<file path="src/rtl/eewr_pkg.sv">
// Package: shared constants and the transaction state type of the
// two-wire write slave. Assumes an 8-bit serial byte.
package eewr_pkg;

    localparam int BYTE_W = 8;

    typedef enum logic [2:0] {
        ST_IDLE,   // waiting for a start condition
        ST_DEV,    // receiving the device-select byte
        ST_WHI,    // receiving the high word-address byte
        ST_WLO,    // receiving the low word-address byte
        ST_DATA,   // receiving data bytes
        ST_HOLD    // deaf while the internal write cycle runs
    } eewr_state_e;

endpackage

</file>
<file path="src/rtl/eewr_line_sync.sv">
// Module: multi-bit line synchronizer with edge detection.
// Each input bit passes through STAGES flops; a further flop gives the
// previous synchronized value for rise/fall pulses. Assumes the lines
// idle high, so all flops reset to 1 and no edge is seen at reset.
module eewr_line_sync #(
    parameter int W      = 2,
    parameter int STAGES = 2
) (
    input  logic         clk,
    input  logic         rst_n,
    input  logic [W-1:0] din,
    output logic [W-1:0] level,
    output logic [W-1:0] rise,
    output logic [W-1:0] fall
);

    generate
        for (genvar i = 0; i < W; i++) begin : g_line
            logic [STAGES-1:0] chain;
            logic              prev;

            // Shift the raw line through the sync chain and keep one older copy.
            always_ff @(posedge clk) begin
                if (!rst_n) begin
                    chain <= '1;
                    prev  <= 1'b1;
                end else begin
                    chain <= {chain[STAGES-2:0], din[i]};
                    prev  <= chain[STAGES-1];
                end
            end

            assign level[i] = chain[STAGES-1];
            assign rise[i]  = chain[STAGES-1] & ~prev;
            assign fall[i]  = ~chain[STAGES-1] & prev;
        end
    endgenerate

endmodule

</file>
<file path="src/rtl/eewr_byte_shifter.sv">
// Module: serial byte receiver with acknowledge driver.
// Shifts BITS data bits in on SCL rising edges (MSB first), pulses
// byte_done for one cycle after the last bit, and, when ack_want is high
// in that pulse cycle, pulls SDA low from the next SCL fall until the SCL
// fall after the acknowledge clock. Assumes clr on start, stop or deafness.
module eewr_byte_shifter #(
    parameter int BITS = 8
) (
    input  logic            clk,
    input  logic            rst_n,
    input  logic            clr,
    input  logic            scl_rise,
    input  logic            scl_fall,
    input  logic            sda_bit,
    input  logic            ack_want,
    output logic [BITS-1:0] byte_o,
    output logic            byte_done,
    output logic            sda_oe
);

    localparam int             CW       = $clog2(BITS + 1);
    localparam logic [CW-1:0]  ACK_SLOT = CW'(BITS);
    localparam logic [CW-1:0]  LAST_BIT = CW'(BITS - 1);

    logic [CW-1:0] cnt;
    logic          ack_pend;

    // Count bits, shift data, and sequence the acknowledge drive.
    always_ff @(posedge clk) begin
        if (!rst_n) begin
            cnt       <= '0;
            byte_o    <= '0;
            byte_done <= 1'b0;
            ack_pend  <= 1'b0;
            sda_oe    <= 1'b0;
        end else begin
            byte_done <= 1'b0;
            if (clr) begin
                cnt      <= '0;
                ack_pend <= 1'b0;
                sda_oe   <= 1'b0;
            end else begin
                if (scl_rise) begin
                    if (cnt == ACK_SLOT) begin
                        cnt <= '0;
                    end else begin
                        byte_o <= {byte_o[BITS-2:0], sda_bit};
                        cnt    <= cnt + 1'b1;
                        if (cnt == LAST_BIT) begin
                            byte_done <= 1'b1;
                        end
                    end
                end
                if (scl_fall) begin
                    if (cnt == ACK_SLOT && ack_pend) begin
                        sda_oe   <= 1'b1;
                        ack_pend <= 1'b0;
                    end else if (cnt == '0 && sda_oe) begin
                        sda_oe <= 1'b0;
                    end
                end
                if (byte_done && ack_want) begin
                    ack_pend <= 1'b1;
                end
            end
        end
    end

endmodule

</file>
<file path="src/rtl/eewr_page_ctr.sv">
// Module: byte address counter with in-page wrap.
// load sets the address; step increments only the low PAGE_W bits,
// wrapping at the page end, while the page-select bits are held.
// Assumes PAGE_W >= 1; a page as wide as the address wraps the whole array.
module eewr_page_ctr #(
    parameter int ADDR_W = 12,
    parameter int PAGE_W = 5
) (
    input  logic              clk,
    input  logic              rst_n,
    input  logic              load,
    input  logic [ADDR_W-1:0] load_val,
    input  logic              step,
    output logic [ADDR_W-1:0] addr
);

    generate
        if (PAGE_W >= ADDR_W) begin : g_flat
            // Whole address wraps as one page.
            always_ff @(posedge clk) begin
                if (!rst_n)    addr <= '0;
                else if (load) addr <= load_val;
                else if (step) addr <= addr + 1'b1;
            end
        end else begin : g_paged
            logic [PAGE_W-1:0] offs_next;
            assign offs_next = addr[PAGE_W-1:0] + 1'b1;

            // Page bits held, offset bits wrap on step.
            always_ff @(posedge clk) begin
                if (!rst_n)    addr <= '0;
                else if (load) addr <= load_val;
                else if (step) addr <= {addr[ADDR_W-1:PAGE_W], offs_next};
            end
        end
    endgenerate

endmodule

</file>
<file path="src/rtl/eewr_slave.sv">
// Module: two-wire nonvolatile-memory write slave (top).
// Detects start/stop, matches the device-type field, collects a two-byte
// word address, strobes each data byte with its in-page address to a
// downstream latch, and requests a commit on stop. Deaf with SDA released
// from the commit until busy_i falls. Assumes clk is well above the
// bus bit rate so each bus phase spans several clocks.
module eewr_slave #(
    parameter int         ADDR_W   = 12,
    parameter int         PAGE_W   = 5,
    parameter logic [3:0] DEV_TYPE = 4'b1010
) (
    input  logic              clk,
    input  logic              rst_n,
    input  logic              scl_i,
    input  logic              sda_i,
    input  logic              busy_i,
    output logic              sda_oe_o,
    output logic              wr_valid_o,
    output logic [ADDR_W-1:0] wr_addr_o,
    output logic [7:0]        wr_data_o,
    output logic              commit_o
);

    import eewr_pkg::*;

    localparam int WA_W = 2 * BYTE_W;

    logic [1:0]        ln_level, ln_rise, ln_fall;
    logic              scl_lvl, scl_rise, scl_fall, sda_lvl, sda_rise, sda_fall;
    logic              start_ev, stop_ev, deaf, shift_clr;
    logic [BYTE_W-1:0] rx_byte;
    logic              rx_done, byte_ok, ack_want, dev_match;
    logic [BYTE_W-1:0] addr_hi;
    logic [WA_W-1:0]   word_addr;
    logic              ctr_load, ctr_step, got_data;
    logic [ADDR_W-1:0] cur_addr;
    eewr_state_e       state;

    eewr_line_sync #(.W(2), .STAGES(2)) u_sync (
        .clk   (clk),
        .rst_n (rst_n),
        .din   ({sda_i, scl_i}),
        .level (ln_level),
        .rise  (ln_rise),
        .fall  (ln_fall)
    );

    assign scl_lvl  = ln_level[0];
    assign scl_rise = ln_rise[0];
    assign scl_fall = ln_fall[0];
    assign sda_lvl  = ln_level[1];
    assign sda_rise = ln_rise[1];
    assign sda_fall = ln_fall[1];

    assign deaf      = (state == ST_HOLD) || busy_i;
    assign start_ev  = scl_lvl && sda_fall && !deaf;
    assign stop_ev   = scl_lvl && sda_rise && !deaf;
    assign shift_clr = start_ev || stop_ev || deaf;

    eewr_byte_shifter #(.BITS(BYTE_W)) u_shift (
        .clk       (clk),
        .rst_n     (rst_n),
        .clr       (shift_clr),
        .scl_rise  (scl_rise),
        .scl_fall  (scl_fall),
        .sda_bit   (sda_lvl),
        .ack_want  (ack_want),
        .byte_o    (rx_byte),
        .byte_done (rx_done),
        .sda_oe    (sda_oe_o)
    );

    assign byte_ok   = rx_done && !shift_clr;
    assign dev_match = (rx_byte[7:4] == DEV_TYPE) && !rx_byte[0];
    assign word_addr = {addr_hi, rx_byte};
    assign ctr_load  = byte_ok && (state == ST_WLO);
    assign ctr_step  = byte_ok && (state == ST_DATA);

    // Decide whether the byte just received earns an acknowledge.
    always_comb begin
        unique case (state)
            ST_DEV:                 ack_want = dev_match;
            ST_WHI, ST_WLO, ST_DATA: ack_want = 1'b1;
            default:                ack_want = 1'b0;
        endcase
    end

    eewr_page_ctr #(.ADDR_W(ADDR_W), .PAGE_W(PAGE_W)) u_ctr (
        .clk      (clk),
        .rst_n    (rst_n),
        .load     (ctr_load),
        .load_val (word_addr[ADDR_W-1:0]),
        .step     (ctr_step),
        .addr     (cur_addr)
    );

    // Transaction sequencing, data strobes and commit request.
    always_ff @(posedge clk) begin
        if (!rst_n) begin
            state      <= ST_IDLE;
            addr_hi    <= '0;
            got_data   <= 1'b0;
            wr_valid_o <= 1'b0;
            wr_addr_o  <= '0;
            wr_data_o  <= '0;
            commit_o   <= 1'b0;
        end else begin
            wr_valid_o <= 1'b0;
            commit_o   <= 1'b0;
            if (deaf) begin
                got_data <= 1'b0;
                if (state != ST_HOLD || (!busy_i && !commit_o)) begin
                    state <= ST_IDLE;
                end
            end else if (start_ev) begin
                state    <= ST_DEV;
                got_data <= 1'b0;
            end else if (stop_ev) begin
                if (state == ST_DATA && got_data) begin
                    commit_o <= 1'b1;
                    state    <= ST_HOLD;
                end else begin
                    state <= ST_IDLE;
                end
                got_data <= 1'b0;
            end else if (byte_ok) begin
                unique case (state)
                    ST_DEV:  state <= dev_match ? ST_WHI : ST_IDLE;
                    ST_WHI: begin
                        addr_hi <= rx_byte;
                        state   <= ST_WLO;
                    end
                    ST_WLO:  state <= ST_DATA;
                    ST_DATA: begin
                        wr_valid_o <= 1'b1;
                        wr_addr_o  <= cur_addr;
                        wr_data_o  <= rx_byte;
                        got_data   <= 1'b1;
                    end
                    default: state <= ST_IDLE;
                endcase
            end
        end
    end

endmodule

</file>
<file path="config.mk">
export PLATFORM = sky130hd
export DESIGN_NAME = eewr_slave
export DESIGN_NICKNAME = d
export VERILOG_FILES = /design/src/rtl/eewr_pkg.sv /design/src/rtl/eewr_line_sync.sv /design/src/rtl/eewr_byte_shifter.sv /design/src/rtl/eewr_page_ctr.sv /design/src/rtl/eewr_slave.sv
export SDC_FILE = /design/constraint.sdc
export NUM_CORES = 1
export LEC_CHECK = 0
export BUFFER_PORTS_ARGS = -buffer_cell sky130_fd_sc_hd__buf_4
export CAP_MARGIN = 10
export CORE_MARGIN = 4
export CORE_UTILIZATION = 40
export CTS_CLUSTER_DIAMETER = 120
export DETAILED_ROUTE_END_ITERATION = 10
export PLACE_DENSITY = 0.68
export SETUP_SLACK_MARGIN = 0.15
export SLEW_MARGIN = 40
export SYNTH_ARGS = -nofsm -noshare
export SYNTH_HDL_FRONTEND = slang
export SYNTH_HIERARCHICAL = 1
export SYNTH_SLANG_ARGS = --single-unit
</file>
<file path="constraint.sdc">
create_clock -name clk -period 4.9 [get_ports clk]
set_input_delay 0.98 -clock clk [delete_from_list [all_inputs] [get_ports clk]]
set_output_delay 0.98 -clock clk [all_outputs]
set_load 0.02 [all_outputs]
</file>
[Word level (Yosys, flattened, before mapping)]
Index checks and enable logic that the tools add are counted.
Storage, ports and cells
  register bits: 63
  logic and storage cells: 108
  input bits: 5
Operators by class
  eq/ne operators: 11
  add/subtract/negate cells: 2
  mux-type cells: 20
  reduce and logical (&&, ||, !) cells: 41
  bitwise operators: 16
Operator list (count)
  3-bit 2-to-1 mux: 6
  1-bit logical AND: 13
  12-bit 2-to-1 mux: 1
  1-bit NOT: 12
  3-bit one-hot mux with 4 select lines: 1
  4-bit OR reduction: 3
  5-bit AND reduction: 2
  4-bit == test, second input constant: 2
  1-bit 2-to-1 mux: 8
  2-bit nonzero test: 4
  3-bit by 2-bit == test with 1-bit output, second input constant: 2
  3-bit == test, second input constant: 2
  2-bit AND reduction: 3
  3-bit AND reduction: 2
  5-bit by 1-bit adder with 5-bit output, second input constant: 1
  1-bit logical NOT: 5
  5-bit 2-to-1 mux: 1
  5-bit OR reduction: 1
  4-bit by 1-bit adder with 4-bit output, second input constant: 1
  1-bit bitwise AND: 4
  4-bit by 3-bit == test with 1-bit output, second input constant: 1
  4-bit logical NOT: 1
  1-bit logical OR: 4
  4-bit 2-to-1 mux: 1
  9 further kinds: 9

[Depth between registers and ports, before layout]
  depth after elaboration: 12
  gate-level depth with buffers: 8

[By module]
The synthesis kept the hierarchy.
By module, submodules not included
  eewr_slave: area each 1378.8 um^2, times used 1, cells each 155
  eewr_byte_shifter: area each 611.8 um^2, times used 1, cells each 62
  eewr_page_ctr: area each 503.0 um^2, times used 1, cells each 50
  eewr_line_sync: area each 197.7 um^2, times used 1, cells each 18

[Worst setup path before layout]
Ideal clock, no wire load.
  kind: input port to flip-flop
  from: input port busy_i
  to: register u_ctr.addr[2]
  stages: 7
  buffers on the path: 1
  arrival: 2.018 ns
  data required time: 4.781 ns
  setup slack: 2.763 ns
  cells stage by stage: inv_1 -> and2_1 -> and4_1 -> buf_4 -> inv_2 -> o21ai_0 -> a21oi_1
Between the ends
  longest elaborated chain between the ends: 9
  elaborated cells on any way between the ends: 12
  those cells by class: mux: 1; reduce/logical: 11
RTL lines
  start: declaration: line eewr_slave.sv:16  | input logic busy_i,
  1-bit logical OR (*): line eewr_slave.sv:55  | assign deaf = (state == ST_HOLD) || busy_i;
  1-bit logical NOT: line eewr_slave.sv:56, eewr_slave.sv:57
  1-bit logical AND, on equally long branches: line eewr_slave.sv:56, eewr_slave.sv:57
  1-bit logical OR: line eewr_slave.sv:58  | assign shift_clr = start_ev || stop_ev || deaf;
  1-bit logical OR (*): line eewr_slave.sv:58
  1-bit logical NOT (*): line eewr_slave.sv:73  | assign byte_ok = rx_done && !shift_clr;
  1-bit logical AND (*): line eewr_slave.sv:73
  1-bit logical AND (*): line eewr_slave.sv:76  | assign ctr_load = byte_ok && (state == ST_WLO);
  via ctr_load: line eewr_slave.sv:35  | logic ctr_load, ctr_step, got_data;
  12-bit 2-to-1 mux or 2-bit nonzero test (tied branches)
  end signal: assignment: line eewr_page_ctr.sv:32  | else if (load) addr <= load_val;
  end signal: assignment: line eewr_page_ctr.sv:33  | else if (step) addr <= {addr[ADDR_W-1:PAGE_W], offs_next};
  end: declaration: line eewr_page_ctr.sv:14  | output logic [ADDR_W-1:0] addr
Mark *: on every way through the listed nets, which the timed path passes. The rest lies on a longest branch. The select of a mux whose other input is x is not followed.
A chain may end at the register's enable or synchronous reset.

[Worst setup path after layout]
Same ends and word-level chain as after synthesis.

==> run metrics <==
number of buffer cells added on primary ports 27; number of buffers inserted during clock tree synthesis 9; die extent in y between 90 and 100 µm; Die X-Extent 90.0 µm; DRC 0; overall routed net length 4.84 mm; number of storage elements in the synthesis netlist 63; largest net degree at the start of global routing 78; initial antenna violation count 0; Worst slew margin between 50 and 60%; Post-synth EDFFs 0; cell area after synthesis 0.00269 mm²; async set-reset flop share out of synthesis 0%; path class of the lowest-slack min-delay path reg -> reg; Post-Synthesis Mean Instance Area 9.44 µm²; Power per Cell Area 327 mW/mm²; ratio of routed vias to standard cells 4.97; detailed-route wire length per cell 12.4 µm; count of inserted antenna diode cells 0; top fanout value on the critical path 12; final hold violation count 0; run status finished clean; critical path cell sequence buf_4 -> inv_1 -> and2_1 -> and4_1 -> inv_2 -> o21ai_0 -> a21oi_1; top area cells in the synthesized netlist dfxtp_1, mux2i_1, nand2_1, o21ai_2, nand3_1; vias approximately 1900; Cell Rows 29; Crit Path Class in -> reg; maximum buffer depth of the clock tree 2; CP max-delay cell and4_1; Slowest Stage Delay on Critical Path 0.60 ns; Final Wtd Congestion 0.822; signal arrival time at the worst endpoint approximately 2.5 ns; total routing resource utilization after global routing 13.1%; Post-Route Skew around 0.0079 ns; count of synthesis-stage warnings from yosys 6; DIE AREA around 0.008 mm²; number of max-cap violations 0; effective utilization at floorplan 41.7%; CP Capture Type flip-flop; library cell occupying the most area in the post-synthesis netlist dfxtp_1; Worst IR Drop VDD 0.000165 V; clock-pin slew on the worst setup and hold paths about 0.07 ns; Synth-to-Final Area Change 14.8%; post-layout minimum cycle time around 2.2 ns; clock sinks 63; most common library cells after synthesis dfxtp_1, nand2_1, mux2i_1; final setup fails 0; HPWL Detailed 3.22 mm; Setup TNS Final 0 ns; flip-flop cell with the highest count after synthesis dfxtp_1; CP Data Required Time 5.13 ns; global-route wire length before repair 8.51 mm; H-tree depth 3; fraction of post-synthesis cell area in the top cell type by area 46.9%; Final Hold Slack 0.408 ns; Slew Limit Fails 0; Setup Buffers After CTS 0; 1st-iter DRT viols 52; count of nets after finishing 315; first-pass iteration count of the detailed router 3; number of primary I/O pins 28; portion of the post-synthesis area used by sequential elements 46.9%; number of global-route vias before repair 1752; FMAX 0.446 GHz; Core Area around 0.0065 mm²; Synth Net Count 293; count of hold buffers inserted by post-cts repair 0; most common cell in the netlist dfxtp_1; leak pwr ~1.2 nW; Worst setup SP type primary input; Root Buffer Master clkbuf_8; TritonCTS clock tree yes; post-CTS resize count 0; share of the clock period used by the worst path after layout 45.7%; cell count after synthesis between 200 and 300; global-route congestion overflow total 0; Worst Max-Slew Pin Slew 0.713 ns; RSZ-0062 raised after global routing false; layout cell share with drive strength beyond 1 21.2%; Skew-Pair Late Insertion Delay 0.35 ns; Unique masters post-synth 47; post-detailed-route count of antenna-violating nets 0
==> final timing paths <==
path                                   from                   endpoint  slack, ns  cells past startpoint
hold / removal    u_sync/g_line[1].chain[0]  u_sync/g_line[1].chain[1]       0.41                      1
setup reg to reg  u_sync/g_line[1].chain[1]              u_ctr/addr[2]       2.79                      7
hold reg to reg   u_sync/g_line[1].chain[0]  u_sync/g_line[1].chain[1]       0.41                      1
setup / recovery                     busy_i              u_ctr/addr[2]       2.66                      7
==> cell type report <==
| type | count | area, µm² |
|---|---|---|
| Clock inverter | 4 | 53.8 |
| Timing Repair Buffer | 28 | 210 |
| Clock buffer | 12 | 155 |
| Fill cell | 621 | 3370 |
| Tap cell | 77 | 96.3 |
| Multi-Input combinational cell | 195 | 1270 |
| Inverter | 10 | 37.5 |
| Sequential cell | 63 | 1260 |
==> layer usage <==
| layer | vias to the layer above | part of all wire, % | global-route usage [%] |
|---|---|---|---|
| met2 | 22 | 42 | 17.7 |
| met5 | - | 0 | 0 |
| met1 | 866 | 52 | 17.6 |
| met3 | 11 | 3.4 | 4.42 |
| met4 | 0 | 3.0 | 8.04 |
| li1 | 1033 | - | - |
==> through the flow <==
step / power [W] / cells / utilization, % / worst slack [ns] / area, µm²
final: 0.00101 / 389 / 47.8 / 2.66 / 3090
after global routing: 0.00105 / 389 / 47.8 / 2.49 / 3090
after CTS: 0.00102 / 389 / 47.8 / 2.67 / 3090
after detailed placement: 0.000555 / 373 / 44.6 / 2.33 / 2880
after global placement: 0.000555 / 373 / 44.6 / 2.35 / 2880
after floorplan: 0.000549 / 285 / - / 2.76 / 2690
==> registers in the layout (all words and copies together) (netlist names) <==
register and flops:
commit_o 1, got_data 1, wr_addr_o 12, addr_hi 4, u_shift/sda_oe 1, u_shift/ack_pend 1
wr_valid_o 1, u_shift/byte_o 8, u_sync/g_line.chain 4, state 3, u_ctr/addr 12, u_shift/byte_done 1
u_sync/g_line.prev 2, wr_data_o 8, u_shift/cnt 4
==> cell families (layout without fill, tap and decap cells) <==
| kind of cell | count (synthesis) | after routing | synth area share (%) |
|---|---|---|---|
| AO/OA/AOI/OAI | 49 | 49 | 12.7 |
| XOR/XNOR | 7 | 7 | 2.28 |
| adder cells (fa/ha/maj) | 3 | 3 | 1.39 |
| buffers and inverters | 27 | 54 | 5.76 |
| flip-flops | 63 | 63 | 46.9 |
| multiplexers | 21 | 21 | 7.81 |
| AND/OR/NAND/NOR | 115 | 115 | 23.2 |
==> worst max-delay path: cells and delay by family <==
kind | cells | cell delay [ns]
compound gates | 2 | 0.25
simple gates | 2 | 0.82
buf+inv | 3 | 0.41
==> cells in the final DEF, fill, tap and decap left out, types with 3 or more instances in the layout <==
master,instances
o21ai_1,9
o21ai_2,12
nand4_1,3
nand2_1,42
inv_1,8
xor2_1,3
dfxtp_1,63
xnor2_1,4
and2_1,5
a21oi_1,7
clkbuf_8,11
nor2b_1,15
o21ai_0,7
buf_4,28
nand3_1,19
nor2_1,7
ha_1,3
mux2i_1,21
nand2b_1,9
==> power by group <==
part	switching (W)	total, W	internal [W]
clock	0.000203	0.000466	0.000264
combinational	0.0000184	0.0000280	0.00000963
sequential	0.00000162	0.000516	0.000514
Note: power is estimated with default switching activity, not from simulation.
